[config.mk]
export PLATFORM = sky130hd
export DESIGN_NAME = qspi_seq_engine
export DESIGN_NICKNAME = d
export VERILOG_FILES = /design/src/rtl/qspi_seq_pkg.sv /design/src/rtl/qspi_lut_bank.sv /design/src/rtl/qspi_instr_decode.sv /design/src/rtl/qspi_rx_packer.sv /design/src/rtl/qspi_seq_engine.sv
export SDC_FILE = /design/constraint.sdc
export NUM_CORES = 1
export LEC_CHECK = 0
export ABC_AREA = 1
export BUFFER_PORTS_ARGS = -buffer_cell sky130_fd_sc_hd__buf_2
export CAP_MARGIN = 20
export CELL_PAD_IN_SITES_DETAIL_PLACEMENT = 1
export CELL_PAD_IN_SITES_GLOBAL_PLACEMENT = 2
export CORE_AREA = 4 4 232 234
export DETAILED_ROUTE_END_ITERATION = 10
export DIE_AREA = 0 0 236 238
export PLACE_DENSITY = 0.79
export RECOVER_POWER = 25
export SLEW_MARGIN = 20
export SYNTH_ARGS = -nofsm -noshare
export SYNTH_HDL_FRONTEND = slang
export SYNTH_SLANG_ARGS = --single-unit
[constraint.sdc]
create_clock -name clk -period 2.8 [get_ports clk]
set_input_delay 0 -clock clk [delete_from_list [all_inputs] [get_ports clk]]
set_output_delay 0 -clock clk [all_outputs]
set_load 0.05 [all_outputs]
[src/rtl/qspi_seq_pkg.sv]
package qspi_seq_pkg;

   localparam logic [5:0] OPC_STOP  = 6'd0;
   localparam logic [5:0] OPC_CMD   = 6'd1;
   localparam logic [5:0] OPC_ADDR  = 6'd2;
   localparam logic [5:0] OPC_DUMMY = 6'd3;
   localparam logic [5:0] OPC_READ  = 6'd4;

   localparam logic [1:0] LANES_QUAD = 2'd2;

   typedef struct packed {
      logic [5:0] op;
      logic [1:0] lanes;
      logic [7:0] operand;
   } instr_t;

   typedef enum logic [2:0] {
      ST_IDLE,
      ST_SETUP,
      ST_LOAD,
      ST_SHIFT,
      ST_HOLD
   } seq_state_e;

endpackage

[src/rtl/qspi_lut_bank.sv]
module qspi_lut_bank
   import qspi_seq_pkg::*;
#(
   parameter int LUT_WORDS = 4,
   localparam int IDX_W  = $clog2(LUT_WORDS),
   localparam int SLOT_W = $clog2(2 * LUT_WORDS)
) (
   input  logic              clk,
   input  logic              rst_n,
   input  logic              wr_en,
   input  logic [IDX_W-1:0]  wr_idx,
   input  logic [31:0]       wr_data,
   input  logic [SLOT_W-1:0] rd_slot,
   output instr_t            rd_instr
);

   logic [31:0] words_q [LUT_WORDS];

   for (genvar i = 0; i < LUT_WORDS; i++) begin : g_word
      always_ff @(posedge clk or negedge rst_n) begin
         if (!rst_n)
            words_q[i] <= '0;
         else if (wr_en && (wr_idx == IDX_W'(i)))
            words_q[i] <= wr_data;
      end
   end

   logic [31:0] sel_word;
   always_comb begin
      sel_word = words_q[rd_slot[SLOT_W-1:1]];
      rd_instr = rd_slot[0] ? instr_t'(sel_word[31:16]) : instr_t'(sel_word[15:0]);
   end

endmodule

[src/rtl/qspi_instr_decode.sv]
module qspi_instr_decode
   import qspi_seq_pkg::*;
#(
   parameter int ADDR_W = 32,
   parameter int LEN_W  = 16,
   parameter int CYC_W  = 20
) (
   input  instr_t            instr,
   input  logic [ADDR_W-1:0] addr,
   input  logic [LEN_W-1:0]  len,
   output logic [5:0]        op,
   output logic              quad,
   output logic              is_end,
   output logic [CYC_W-1:0]  clocks,
   output logic [ADDR_W-1:0] preload
);

   logic [8:0] abits;
   logic [8:0] ashift;

   always_comb begin
      abits  = ({1'b0, instr.operand} > 9'(ADDR_W)) ? 9'(ADDR_W) : {1'b0, instr.operand};
      ashift = 9'(ADDR_W) - abits;
      op      = instr.op;
      quad    = (instr.lanes == LANES_QUAD);
      is_end  = 1'b0;
      clocks  = '0;
      preload = '0;
      case (instr.op)
         OPC_CMD: begin
            preload = ADDR_W'(instr.operand) << (ADDR_W - 8);
            clocks  = quad ? CYC_W'(2) : CYC_W'(8);
         end
         OPC_ADDR: begin
            preload = addr << ashift;
            clocks  = quad ? CYC_W'((abits + 9'd3) >> 2) : CYC_W'(abits);
         end
         OPC_DUMMY: begin
            clocks = CYC_W'(instr.operand);
         end
         OPC_READ: begin
            clocks = quad ? CYC_W'({len, 1'b0}) : CYC_W'({len, 3'b000});
         end
         default: begin
            is_end = 1'b1;
         end
      endcase
   end

endmodule

[src/rtl/qspi_rx_packer.sv]
module qspi_rx_packer (
   input  logic       clk,
   input  logic       rst_n,
   input  logic       clear,
   input  logic       sample_en,
   input  logic       quad,
   input  logic [3:0] lines,
   output logic [7:0] byte_out,
   output logic       byte_valid
);

   logic [7:0] acc_q;
   logic [2:0] fill_q;
   logic [7:0] acc_nxt;
   logic [3:0] fill_nxt;

   always_comb begin
      if (quad) begin
         acc_nxt  = {acc_q[3:0], lines};
         fill_nxt = {1'b0, fill_q} + 4'd4;
      end else begin
         acc_nxt  = {acc_q[6:0], lines[1]};
         fill_nxt = {1'b0, fill_q} + 4'd1;
      end
   end

   always_ff @(posedge clk or negedge rst_n) begin
      if (!rst_n) begin
         acc_q      <= '0;
         fill_q     <= '0;
         byte_out   <= '0;
         byte_valid <= 1'b0;
      end else begin
         byte_valid <= 1'b0;
         if (clear) begin
            fill_q <= '0;
         end else if (sample_en) begin
            acc_q <= acc_nxt;
            if (fill_nxt[3]) begin
               fill_q     <= '0;
               byte_out   <= acc_nxt;
               byte_valid <= 1'b1;
            end else begin
               fill_q <= fill_nxt[2:0];
            end
         end
      end
   end

endmodule

[src/rtl/qspi_seq_engine.sv]
module qspi_seq_engine
   import qspi_seq_pkg::*;
#(
   parameter int LUT_WORDS = 4,
   parameter int ADDR_W    = 32,
   parameter int LEN_W     = 16,
   parameter int CS_SETUP  = 3,
   parameter int CS_HOLD   = 3,
   localparam int IDX_W    = $clog2(LUT_WORDS)
) (
   input  logic              clk,
   input  logic              rst_n,
   input  logic              lut_wr_en,
   input  logic [IDX_W-1:0]  lut_wr_idx,
   input  logic [31:0]       lut_wr_data,
   input  logic              req_valid,
   output logic              req_ready,
   input  logic [ADDR_W-1:0] req_addr,
   input  logic [LEN_W-1:0]  req_len,
   output logic [7:0]        rd_data,
   output logic              rd_valid,
   output logic              done,
   output logic              sck,
   output logic              cs_n,
   output logic [3:0]        io_out,
   output logic [3:0]        io_oe,
   input  logic [3:0]        io_in
);

   localparam int NSLOT     = 2 * LUT_WORDS;
   localparam int SLOT_W    = $clog2(NSLOT);
   localparam int CYC_W     = (LEN_W + 4 > 10) ? LEN_W + 4 : 10;
   localparam int SETUP_CYC = 2 * CS_SETUP;
   localparam int HOLD_CYC  = 2 * CS_HOLD;

   if (LUT_WORDS < 2) begin : g_chk_words
      $error("LUT_WORDS must be at least 2");
   end
   if (ADDR_W < 8 || ADDR_W > 64) begin : g_chk_addr
      $error("ADDR_W must lie between 8 and 64");
   end
   if (LEN_W < 1) begin : g_chk_len
      $error("LEN_W must be positive");
   end
   if (CS_SETUP < 0 || CS_SETUP > 255 || CS_HOLD < 0 || CS_HOLD > 255) begin : g_chk_cs
      $error("chip select timing out of range");
   end

   seq_state_e         state_q;
   logic               phase_q;
   logic [CYC_W-1:0]   cnt_q;
   logic [SLOT_W:0]    slot_q;
   logic [ADDR_W-1:0]  sh_q;
   logic [ADDR_W-1:0]  addr_q;
   logic [LEN_W-1:0]   len_q;
   logic [5:0]         cur_op_q;
   logic               cur_quad_q;
   logic               sck_q;
   logic               cs_n_q;
   logic               done_q;

   instr_t             slot_instr;
   logic [5:0]         dec_op;
   logic               dec_quad;
   logic               dec_end;
   logic [CYC_W-1:0]   dec_clocks;
   logic [ADDR_W-1:0]  dec_preload;
   logic               slots_spent;
   logic               sample_en;
   logic               pk_clear;

   qspi_lut_bank #(
      .LUT_WORDS (LUT_WORDS)
   ) u_lut (
      .clk      (clk),
      .rst_n    (rst_n),
      .wr_en    (lut_wr_en),
      .wr_idx   (lut_wr_idx),
      .wr_data  (lut_wr_data),
      .rd_slot  (slot_q[SLOT_W-1:0]),
      .rd_instr (slot_instr)
   );

   qspi_instr_decode #(
      .ADDR_W (ADDR_W),
      .LEN_W  (LEN_W),
      .CYC_W  (CYC_W)
   ) u_dec (
      .instr   (slot_instr),
      .addr    (addr_q),
      .len     (len_q),
      .op      (dec_op),
      .quad    (dec_quad),
      .is_end  (dec_end),
      .clocks  (dec_clocks),
      .preload (dec_preload)
   );

   assign slots_spent = (slot_q == (SLOT_W + 1)'(NSLOT));
   assign sample_en   = (state_q == ST_SHIFT) && !phase_q && (cur_op_q == OPC_READ);
   assign pk_clear    = (state_q == ST_LOAD);

   qspi_rx_packer u_pack (
      .clk        (clk),
      .rst_n      (rst_n),
      .clear      (pk_clear),
      .sample_en  (sample_en),
      .quad       (cur_quad_q),
      .lines      (io_in),
      .byte_out   (rd_data),
      .byte_valid (rd_valid)
   );

   always_ff @(posedge clk or negedge rst_n) begin
      if (!rst_n) begin
         state_q    <= ST_IDLE;
         phase_q    <= 1'b0;
         cnt_q      <= '0;
         slot_q     <= '0;
         sh_q       <= '0;
         addr_q     <= '0;
         len_q      <= '0;
         cur_op_q   <= OPC_STOP;
         cur_quad_q <= 1'b0;
         sck_q      <= 1'b0;
         cs_n_q     <= 1'b1;
         done_q     <= 1'b0;
      end else begin
         done_q <= 1'b0;
         case (state_q)
            ST_IDLE: begin
               if (req_valid) begin
                  addr_q  <= req_addr;
                  len_q   <= req_len;
                  slot_q  <= '0;
                  cs_n_q  <= 1'b0;
                  cnt_q   <= (SETUP_CYC == 0) ? '0 : CYC_W'(SETUP_CYC - 1);
                  state_q <= (SETUP_CYC == 0) ? ST_LOAD : ST_SETUP;
               end
            end
            ST_SETUP: begin
               if (cnt_q == '0)
                  state_q <= ST_LOAD;
               else
                  cnt_q <= cnt_q - 1'b1;
            end
            ST_LOAD: begin
               if (slots_spent || dec_end) begin
                  cnt_q   <= (HOLD_CYC == 0) ? '0 : CYC_W'(HOLD_CYC - 1);
                  state_q <= ST_HOLD;
               end else if (dec_clocks == '0) begin
                  slot_q <= slot_q + 1'b1;
               end else begin
                  sh_q       <= dec_preload;
                  cur_op_q   <= dec_op;
                  cur_quad_q <= dec_quad;
                  cnt_q      <= dec_clocks - 1'b1;
                  phase_q    <= 1'b0;
                  state_q    <= ST_SHIFT;
               end
            end
            ST_SHIFT: begin
               if (!phase_q) begin
                  sck_q   <= 1'b1;
                  phase_q <= 1'b1;
               end else begin
                  sck_q   <= 1'b0;
                  phase_q <= 1'b0;
                  if (cnt_q == '0) begin
                     slot_q  <= slot_q + 1'b1;
                     state_q <= ST_LOAD;
                  end else begin
                     cnt_q <= cnt_q - 1'b1;
                     sh_q  <= cur_quad_q ? (sh_q << 4) : (sh_q << 1);
                  end
               end
            end
            ST_HOLD: begin
               if (cnt_q == '0) begin
                  cs_n_q  <= 1'b1;
                  done_q  <= 1'b1;
                  state_q <= ST_IDLE;
               end else begin
                  cnt_q <= cnt_q - 1'b1;
               end
            end
            default: state_q <= ST_IDLE;
         endcase
      end
   end

   logic drive_now;
   assign drive_now = (state_q == ST_SHIFT) &&
                      ((cur_op_q == OPC_CMD) || (cur_op_q == OPC_ADDR));

   always_comb begin
      io_oe  = 4'b0000;
      io_out = 4'b0000;
      if (drive_now) begin
         if (cur_quad_q) begin
            io_oe  = 4'b1111;
            io_out = sh_q[ADDR_W-1 -: 4];
         end else begin
            io_oe  = 4'b0001;
            io_out = {3'b000, sh_q[ADDR_W-1]};
         end
      end
   end

   assign req_ready = (state_q == ST_IDLE);
   assign sck       = sck_q;
   assign cs_n      = cs_n_q;
   assign done      = done_q;

endmodule

# Word-level counts from Yosys, hierarchy flattened
# Cells that the tools add are included.
[totals] memories=0 latch_bits=0 ramBits=0 elab_cells=147 regBits=265 rom_bits=0 output_inout_bits=21
[classes] reduce_logical=31 n_eq_ne=25 bitwise=4 multipliers=0 n_lt_le_gt_ge=2 n_addsub=7 shift=1 mux=57 n_div=0
[ops] cell="32-bit 2-to-1 mux" n=7
[ops] cell="20-bit case mux with 4 select lines" n=2
[ops] cell="32-bit case mux with 2 select lines" n=2
[ops] cell="20-bit 2-to-1 mux" n=5
[ops] cell="32-bit binary-select mux with 2-bit select" n=1
[ops] cell="4-bit 2-to-1 mux" n=11
[ops] cell="20-bit zero test" n=2
[ops] cell="20-bit by 1-bit subtractor with 20-bit output, second input constant" n=2
[ops] cell="32-bit by 9-bit << shifter with 32-bit output" n=1
[ops] cell="3-bit 2-to-1 mux" n=9
[ops] cell="19-bit 2-to-1 mux" n=1
[ops] cell="6-bit by 2-bit equality test with 1-bit output, second input constant" n=3
[ops] cell="18-bit 2-to-1 mux" n=1
[ops] cell="16-bit 2-to-1 mux" n=1
[ops] cell="8-bit 2-to-1 mux" n=2
[ops] cell="3-bit case mux with 5 select lines" n=1
[ops] cell="6-bit by 1-bit equality test with 1-bit output, second input constant" n=2
[ops] cell="6-bit by 3-bit equality test with 1-bit output, second input constant" n=2
[ops] cell="2-bit inequality test, second input constant" n=6
[ops] cell="4-bit case mux with 3 select lines" n=1
[ops] cell="3-bit AND reduction" n=4
[ops] cell="1-bit 2-to-1 mux" n=11
[ops] cell="9-bit by 2-bit adder with 10-bit output, second input constant" n=1
[ops] cell="6-bit by 9-bit subtractor with 9-bit output, first input constant" n=1
[ops] cell="other kinds (30)" n=48

# Longest topological paths before layout
# Gate-level depths: netlist (run 1).
[depth] ltp_word=14 ltp_mapped=27 ltp_nobuf=25

# By module
# Synthesis (run 1) repeated with hierarchy kept, for this count alone.
[unflattened] cells_unflattened=2533 hier_area_um2=16868.7
[by_module_without_submodules] mod="qspi_seq_engine" area_each_um2=6851.6 seq_area_each_um2=2954.1 cells_each=979 instances=1
[by_module_without_submodules] mod="qspi_lut_bank" area_each_um2=6306.0 seq_area_each_um2=3203.1 cells_each=872 instances=1
[by_module_without_submodules] mod="qspi_instr_decode" area_each_um2=2780.2 seq_area_each_um2=0.0 cells_each=560 instances=1
[by_module_without_submodules] mod="qspi_rx_packer" area_each_um2=930.9 seq_area_each_um2=475.5 cells_each=122 instances=1

# Worst setup path after synthesis (run 1)
# OpenSTA, ideal clock, no wires.
[synth_timing] path_type="reg-to-reg" start="register slot_q[1]" end="register sh_q[29]" path_slack_ns=-0.204 required_time_ns=2.682 path_buffers=5 path_stages_with_launch=27 synth_period_minus_slack_ns=3.004 arrival_ns=2.887 cell_sequence="dfrtp_1 -> buf_6 -> buf_8 -> buf_6 -> nand2_1 -> nand3_1 -> nand3_1 -> nand2_1 -> nand2_1 -> nor2_1 -> nand2_1 -> nand2_1 -> nand2_1 -> nand2_1 -> nand3_1 -> inv_1 -> nor2_1 -> ha_1 -> nand3_2 -> nor2_8 -> nand4_4 -> nand2_4 -> nand2_4 -> buf_6 -> buf_6 -> nand3_1 -> nand2_1"
[synth_between] elab_chain_len=13 elab_cells_between_ends=31 classes_between="2 x add/sub; 1 x order compare; 8 x eq/ne; 1 x shift; 14 x mux; 1 x bitwise; 4 x reduce/logical"
[synth_rtl] item="start, declared" line="qspi_seq_engine.sv:52" source="logic [SLOT_W:0] slot_q;"
[synth_rtl] item="start signal, assigned" line="qspi_seq_engine.sv:152" source="slot_q <= slot_q + 1'b1;"
[synth_rtl] item="start signal, assigned" line="qspi_seq_engine.sv:170" source="slot_q <= slot_q + 1'b1;"
[synth_rtl] item="2-bit inverter with 3-bit output (implied by the code)" line="qspi_lut_bank.sv:30" source="sel_word = words_q[rd_slot[SLOT_W-1:1]];"
[synth_rtl] item="32-bit binary-select mux with 2-bit select" line="qspi_lut_bank.sv:30"
[synth_rtl] item="32-bit 2-to-1 mux (implied by the code) (2 in a row)" line="qspi_lut_bank.sv:30"
[synth_rtl] item="16-bit 2-to-1 mux" line="qspi_lut_bank.sv:31" source="rd_instr = rd_slot[0] ? instr_t'(sel_word[31:16]) : instr_t'(sel_word[15:0]);"
[synth_rtl] item="8-bit by 6-bit > comparator with 1-bit output" line="qspi_instr_decode.sv:22" source="abits = ({1'b0, instr.operand} > 9'(ADDR_W)) ? 9'(ADDR_W) : {1'b0, instr.operand};"
[synth_rtl] item="8-bit 2-to-1 mux" line="qspi_instr_decode.sv:22"
[synth_rtl] item="6-bit by 9-bit subtractor with 9-bit output or 9-bit by 2-bit adder with 10-bit output (tied branches)" line="qspi_instr_decode.sv:23, qspi_instr_decode.sv:36"
[synth_rtl] item="32-bit by 9-bit << shifter with 32-bit output or 18-bit 2-to-1 mux (tied branches)" line="qspi_instr_decode.sv:35, qspi_instr_decode.sv:36"
[synth_rtl] item="32-bit case mux with 2 select lines or 20-bit case mux with 4 select lines (tied branches)" line="qspi_instr_decode.sv:29" source="case (instr.op)"
[synth_rtl] item="32-bit 2-to-1 mux or 20-bit zero test (tied branches)" line="qspi_seq_engine.sv:151" source="end else if (dec_clocks == '0) begin"
[synth_rtl] item="32-bit 2-to-1 mux or 2-bit inequality test (tied branches)"
[synth_rtl] item="32-bit case mux with 2 select lines or 5-bit AND reduction (tied branches)"
[synth_rtl] item="end signal, assigned" line="qspi_seq_engine.sv:154" source="sh_q <= dec_preload;"
[synth_rtl] item="end signal, assigned" line="qspi_seq_engine.sv:174" source="sh_q <= cur_quad_q ? (sh_q << 4) : (sh_q << 1);"
[synth_rtl] item="end, declared" line="qspi_seq_engine.sv:53" source="logic [ADDR_W-1:0] sh_q;"
# Several ways; a longest one is shown, not always the timed one. The select of a mux whose other input is x is not followed.
# A chain may end at the register's enable or synchronous reset.

# Worst setup path in the final report (run 1)
[layout_timing] start="register slot_q[1]" end="register sh_q[15]"
# Same word-level chain as after synthesis.

==> summary.md, run 1 <==
| Metric | Value |
|---|---|
| Top-Level Pins | `approximately 110` |
| Worst vdd ir | `a little over 0.6 mV` |
| Pre-CTS setup slack | `-0.530 ns` |
| Max_cap viols | `1` |
| Met1 Use GR | `0.269` |
| Area of the multi-input gates | `~8900 um2` |
| Endpoints failing setup | `66` |
| CP Launch Type | `flip-flop` |
| WHS Path Cells | `5` |
| Initial antenna violation count | `0` |
| CTS buffer count | `35` |
| Setup_tns | `-19.22 ns` |
| Hold Path End | `state_q[1]$_DFFE_PN0P_` |
| H-tree Lvls | `2` |
| Reg-to-reg startpoint | `slot_q[1]$_DFFE_PN0P_` |
| Global-route layer with the greatest usage | `met2` |
| Vias in the first global route | `~18,000` |
| Power per Cell Area | `~1200 nW/um2` |
| Number of detailed-route iterations in the first pass | `5` |
| Clk_skew | `0.0338 ns` |
| Cell variety after synth | `between 40 and 50` |
| Met3 Track Usage GR | `0.0291` |
| Design area | `22,700 um2` |
| Vias | `approximately 17,000` |
| Die height | `around 240 um` |
| Clk sinks | `approximately 270` |
| Worst Tran Pin Value | `2.42 ns` |
| Clk slew on worst S/H paths | `approximately 0.06 ns` |
| Worst skew pair latency | `around 0.56 ns` |
| Reg2Reg Depth | `21` |
| Status | `finished with violations` |
| Root Buffer | `clkbuf_16` |
| Synthesized area | `approximately 16,000 um2` |
| Largest net degree at the start of global routing | `93` |
| Synth Register Bits | `about 270` |
| Leak | `~11 nW` |
| Final Hold Viols | `0` |
| Synth Instances | `between 2,000 and 2,500` |
| DRC Markers | `0` |
| DPL Wire Length | `40.8 mm` |
| RSZ-0062 raised after global routing | `true` |
| TritonCTS clock tree | `built` |
| Drt via density | `between 4 and 5` |
| Worst EP arrival | `around 3.6 ns` |
| Layout cells sized above 1 | `0.271` |
| Area of the core | `52,000 um2` |
| Post-route insts no fill | `3,458` |
| RR Endpoint | `sh_q[15]$_DFFE_PN0P_` |
| CTS Buffer Depth | `3` |
| EDFF count, synth | `0` |
| F_max | `about 320 MHz` |
| YS warnings | `0` |
| Period utilization | `1.13` |
| Placed Cells | `3,258` |
| Storage element area | `around 6600 um2` |
| Async SR Flop Fraction | `1.00` |
| Routed WL | `59.6 mm` |
| Gpl congestion | `0.920` |
| Met2 usage | `0.364` |
| Commonest non-fill, non-tap cell in the layout | `nand2_1` |
| Hold Crit Class | `primary input to flip-flop` |
| Initial DRC Count | `855` |
| CP Data Required Time | `3.24 ns` |
| Die X | `236 um` |
| Violated checks | `capacitance limit, slew limit, setup timing` |
| Mean Syn Cell Area | `6.79 um2` |
| Ys flop type | `dfrtp_1` |
| Overflow after GRT | `0` |
| First-pass GRT wire length | `between 90 and 100 mm` |
| Initial Util | `0.307` |
| Area of the die | `between 50,000 and 60,000 um2` |
| Total chip power | `27.4 mW` |
| Max Fanout on Critical Path | `8` |
| Syn Nets | `approximately 2,400` |
| Crit. End Element | `flip-flop` |
| Final ANT Viol Nets | `0` |
| Std-Cell Rows | `84` |
| Commonest cells after routing, fill and taps aside | `772 x nand2_1, 263 x inv_1, 262 x dfrtp_1` |
| Rel. slew slack | `-0.612` |
| Avg WL per Cell | `between 15 and 20 um` |
| Max Slew Vio Count | `a little over 90` |
| Hold path start | `req_valid` |
| Ant. Diodes | `0` |
| Min Hold Slack | `between 0.03 and 0.04 ns` |
| Port buffer count | `110` |
| Post-layout min period | `roughly 3.2 ns` |
| Sequential area share after synthesis | `0.416` |
| R2R setup slack | `-0.36 ns` |
| Fin nets | `around 2,800` |
| Finished Core Util | `0.437` |
| Syn-to-layout area delta | `42.4%` |
| PnR worst setup slack | `-0.358 ns` |
| Critical path class | `flip-flop to flip-flop` |
| Fill count | `between 6,000 and 7,000` |
| Placement Cell Area | `18,700 um2` |
| Gr usage total | `0.207` |
==> report_power, final <==
| part | leakage (nW) | switching (mW) | internal, mW |
|---|---|---|---|
| clock network | 0.546 | 1.83 | 2.61 |
| registers | 3.36 | 0.702 | 4.73 |
| logic | 7.48 | 10.3 | 7.27 |
==> kinds of logic (layout without fill, tap and decap cells) <==
| family | after synthesis | in the layout | share of synthesized area |
|---|---|---|---|
| flip-flops | 265 | 265 | 0.416 |
| AND/OR/NAND/NOR | 1304 | 1305 | 0.345 |
| buffers and inverters | 393 | 811 | 0.106 |
| adder cells (fa/ha/maj) | 6 | 6 | 0.00471 |
| AO/OA/AOI/OAI | 377 | 377 | 0.125 |
| XOR/XNOR | 6 | 6 | 0.00329 |
==> final cells by class <==
class	instances	area share
clock buffer	50	0.0428
timing repair buffer	465	0.181
timing repair inverter	1	0.000716
sequential	265	0.292
tap	688	0.0379
inverter	282	0.0479
multi-input combinational	1694	0.392
clock inverter	13	0.00556
==> critical path, stage by stage, from the launching register on <==
cell	delay [ns]
dfrtp_2	0.43
clkinv_4	0.12
buf_12	0.15
buf_16	0.14
buf_4	0.15
o21ai_4	0.15
nand2_1	0.08
nand2_1	0.09
nand2_2	0.06
buf_4	0.12
buf_4	0.13
nand3_1	0.08
o21ai_1	0.07
nor2_1	0.11
buf_4	0.14
nand3_4	0.09
nor2_8	0.16
nand4_4	0.17
nand2_8	0.17
nand2_8	0.10
buf_6	0.15
o21a_1	0.16
==> per-layer routing <==
metal	wire length, um	share of wire
met1	26500	0.44
met2	30000	0.50
met3	1800	0.030
met5	0	0
met4	1320	0.022
==> synthesized netlist by cell type (all sizes together) (3+ instances only) <==
cell / n / share of area
nand2: 874 / 0.21
o21ai: 321 / 0.10
inv: 281 / 0.066
dfrtp: 264 / 0.41
nand3: 237 / 0.076
nor2: 145 / 0.040
clkbuf: 62 / 0.015
buf: 49 / 0.025
a21oi: 26 / 0.0089
nand4: 17 / 0.0076
nor3: 12 / 0.0048
o211ai: 11 / 0.0052
or2: 8 / 0.0031
nor4: 7 / 0.0027
ha: 6 / 0.0047
o22ai: 5 / 0.0020
xnor2: 4 / 0.0022
a21o: 3 / 0.0014
nand3b: 3 / 0.0014
o21bai: 3 / 0.0014
==> what timing repair did <==
action	4_1_cts	5_1_grt
buffers inserted	24	17
resized for setup	161	210
pin swaps	19	67
setup endpoints to repair	70	73
cloned	10	5
hold buffers	86	0
endpoints found under the hold margin	267	0
==> state kept, by name (all words and copies together), names as in the netlist, 4 cells and up <==
register and count:
u_pack.acc_q 7, cnt_q 20, u_lut.words_q 128, cur_op_q 6
slot_q 4, len_q 16, u_pack.byte_out 8, addr_q 32
sh_q 32
==> worst max path at each step <==
stage	slack, ns	endpoint	start
3_3_place_gp	-0.42	sh_q[21]$_DFFE_PN0P_	slot_q[1]$_DFFE_PN0P_
6_report	-0.36	sh_q[15]$_DFFE_PN0P_	slot_q[1]$_DFFE_PN0P_
2_1_floorplan	-0.16	sh_q[29]$_DFFE_PN0P_	slot_q[1]$_DFFE_PN0P_
3_5_place_dp	-0.53	sh_q[21]$_DFFE_PN0P_	slot_q[1]$_DFFE_PN0P_
4_1_cts	-0.27	sh_q[25]$_DFFE_PN0P_	slot_q[1]$_DFFE_PN0P_
5_1_grt	-0.51	sh_q[19]$_DFFE_PN0P_	slot_q[1]$_DFFE_PN0P_
Note: power is estimated with default switching activity, not from simulation.
==> run 2, diff against run 1 <==
CORE_AREA = 2 2 230 232   (was 4 4 232 234)
DIE_AREA = 0 0 232 234   (was 0 0 236 238)
MAX_ROUTING_LAYER = met4   (was default)
==> summary.md, run 2 (synthesis results as in run 1) <==
| Metric | Value |
|---|---|
| Status | `finished with violations` |
| Violated checks | `capacitance limit, slew limit, setup timing` |
| Critical-path top delay cell | `dfrtp_2` |
| Die height | `234 um` |
| RSZ-0062 raised after global routing | `true` |
| Area of the core | `~52,000 um2` |
| CP Data Required Time | `3.23 ns` |
| Met3 Track Usage GR | `0.0336` |
| Syn-to-layout area delta | `45.7%` |
| Finished Core Util | `0.447` |
| Max reg flops | `128` |
| Initial antenna violation count | `0` |
| Largest net degree at the start of global routing | `94` |
| Global-route layer with the greatest usage | `met2` |
| Port buffer count | `110` |
| DRC Markers | `0` |
| Critical path class | `flip-flop to flip-flop` |
| Initial DRC Count | `roughly 890` |
| Area of the die | `roughly 54,000 um2` |
| Final Hold Viols | `0` |
| Power per Cell Area | `approximately 1200 nW/um2` |
| Met1 Use GR | `0.278` |
| Biggest register | `u_lut.words_q` |
| Worst skew pair latency | `between 0.5 and 0.6 ns` |
| First-pass GRT wire length | `roughly 100 mm` |
| Crit. End Element | `flip-flop` |
| Overflow after GRT | `0` |
| Layout cells sized above 1 | `0.286` |
| Endpoints failing setup | `between 60 and 70` |
| Drt via density | `between 4 and 5` |
| Commonest non-fill, non-tap cell in the layout | `nand2_1` |
| Initial Util | `0.307` |
| Rel. slew slack | `-0.792` |
| Final ANT Viol Nets | `0` |
| Crit path cell chain | `clkinv_4 -> buf_6 -> clkbuf_16 -> nand2_1 -> nand3_2 -> nand3_4 -> nand2_4 -> nand2_4 -> nor2_4 -> buf_6 -> nand3_2 -> nand2_2 -> buf_4 -> buf_4 -> a21oi_4 -> nand2_4 -> nor2_8 -> nand4_4 -> buf_6 -> nand2_8 -> nand2_8 -> buf_12 -> o211ai_1 -> nand2_1` |
| F_max | `between 300 and 400 MHz` |
| Worst vdd ir | `just over 0.5 mV` |
| Worst Tran Pin Value | `2.69 ns` |
| Clk sinks | `265` |
| Avg WL per Cell | `between 15 and 20 um` |
| Max_cap viols | `1` |
| CP Launch Type | `flip-flop` |
| Setup_tns | `-26.71 ns` |
| Fin nets | `~2,900` |
| Placement Cell Area | `about 19,000 um2` |
| Placed Cells | `between 3,000 and 4,000` |
| Max incr delay on CP | `between 0.4 and 0.5 ns` |
| CTS Buffer Depth | `3` |
| Number of detailed-route iterations in the first pass | `5` |
| Die X | `232 um` |
| Met2 usage | `0.406` |
| Design area | `23,200 um2` |
| Post-route insts no fill | `between 3,000 and 4,000` |
| Vias in the first global route | `18,258` |
| Clk slew on worst S/H paths | `0.06 ns` |
| Buffers and inverters on the worst path | `8` |
| TritonCTS clock tree | `built` |
| Routed WL | `roughly 63 mm` |
| H-tree Lvls | `2` |
| Std-Cell Rows | `84` |
| Top-Level Pins | `between 100 and 150` |
| Gr usage total | `0.234` |
| Leak | `about 12 nW` |
| Clk_skew | `between 0.04 and 0.05 ns` |
| Period utilization | `1.17` |
| Root Buffer | `clkbuf_16` |
| PnR worst setup slack | `-0.475 ns` |
| Largest regs | `u_lut.words_q x128, addr_q x32, sh_q x32` |
| Kind of cell adding the most delay to the critical path | `simple AND/OR/NAND/NOR gates` |
| Ant. Diodes | `0` |
| Commonest cells after routing, fill and taps aside | `765 x nand2_1, 261 x inv_1, 261 x dfrtp_1` |
| CTS buffer count | `35` |
| Gpl congestion | `0.884` |
| Worst EP arrival | `around 3.7 ns` |
| Vias | `~17,000` |
| DPL Wire Length | `roughly 41 mm` |
| Hold Crit Class | `primary input to flip-flop` |
| Max Slew Vio Count | `between 90 and 100` |
| Max Fanout on Critical Path | `6` |
| Post-layout min period | `~3.3 ns` |
| Total chip power | `approximately 28 mW` |
run 2: layer usage:
layer	vias to the layer above	share of wire
met5	-	0
met4	0	0.034
met3	128	0.031
met2	273	0.51
met1	8414	0.43
li1	8332	-
run 2: cell type report:
type                            instances  area (um2)
Timing Repair inverter                  1        16.3
Tap cell                              688         861
Fill cell                            6415       28800
Sequential cell                       265        6640
Clock buffer                           49         998
Multi-Input combinational cell       1697        9020
Clock inverter                         10        78.8
Inverter                              282        1090
Timing Repair Buffer                  505        4550
run 2: worst register-to-register path, delay by kind of cell (launching register included):
family | cells | cell delay [ns]
simple gates | 14 | 1.27
buf+inv | 8 | 1.15
flops | 1 | 0.45
compound gates | 2 | 0.28
run 2: timing repair:
action,4_1_cts,5_1_grt
endpoints found under the setup margin,72,73
buffers inserted,43,28
gates cloned,11,12
hold buffers,85,0
pin swaps,48,70
endpoints found under the hold margin,271,0
resized for setup,197,218
run 2: worst paths after layout:
path	endpoint	slack, ns	from	cells after the start
setup reg to reg	sh_q[27]$_DFFE_PN0P_	-0.47	slot_q[1]$_DFFE_PN0P_	24
min in group asynchronous	addr_q[25]$_DFFE_PN0P_	0.80	rst_n	2
hold reg to reg	u_pack.byte_out[1]$_DFFE_PN0P_	0.47	u_pack.byte_out[1]$_DFFE_PN0P_	2
setup / recovery	sh_q[27]$_DFFE_PN0P_	-0.47	slot_q[1]$_DFFE_PN0P_	24
hold / removal	state_q[1]$_DFFE_PN0P_	0.05	req_valid	5
max in group asynchronous	slot_q[2]$_DFFE_PN0P_	0.16	rst_n	2
run 2: report_power, final:
group | total (mW) | internal, mW | switching (mW)
logic | 18.3 | 7.56 | 10.8
clock network | 4.37 | 2.57 | 1.80
registers | 5.45 | 4.73 | 0.721
total | 28.2 | 14.9 | 13.3
run 2: per-stage QoR:
step | worst slack (ns) | hold slack [ns]
global placement | -0.576 | 0.0874
detailed placement | -0.714 | 0.0846
floorplan | -0.160 | -0.296
finish | -0.475 | 0.0540
global route | -0.624 | 0.0513
CTS | -0.348 | 0.00636
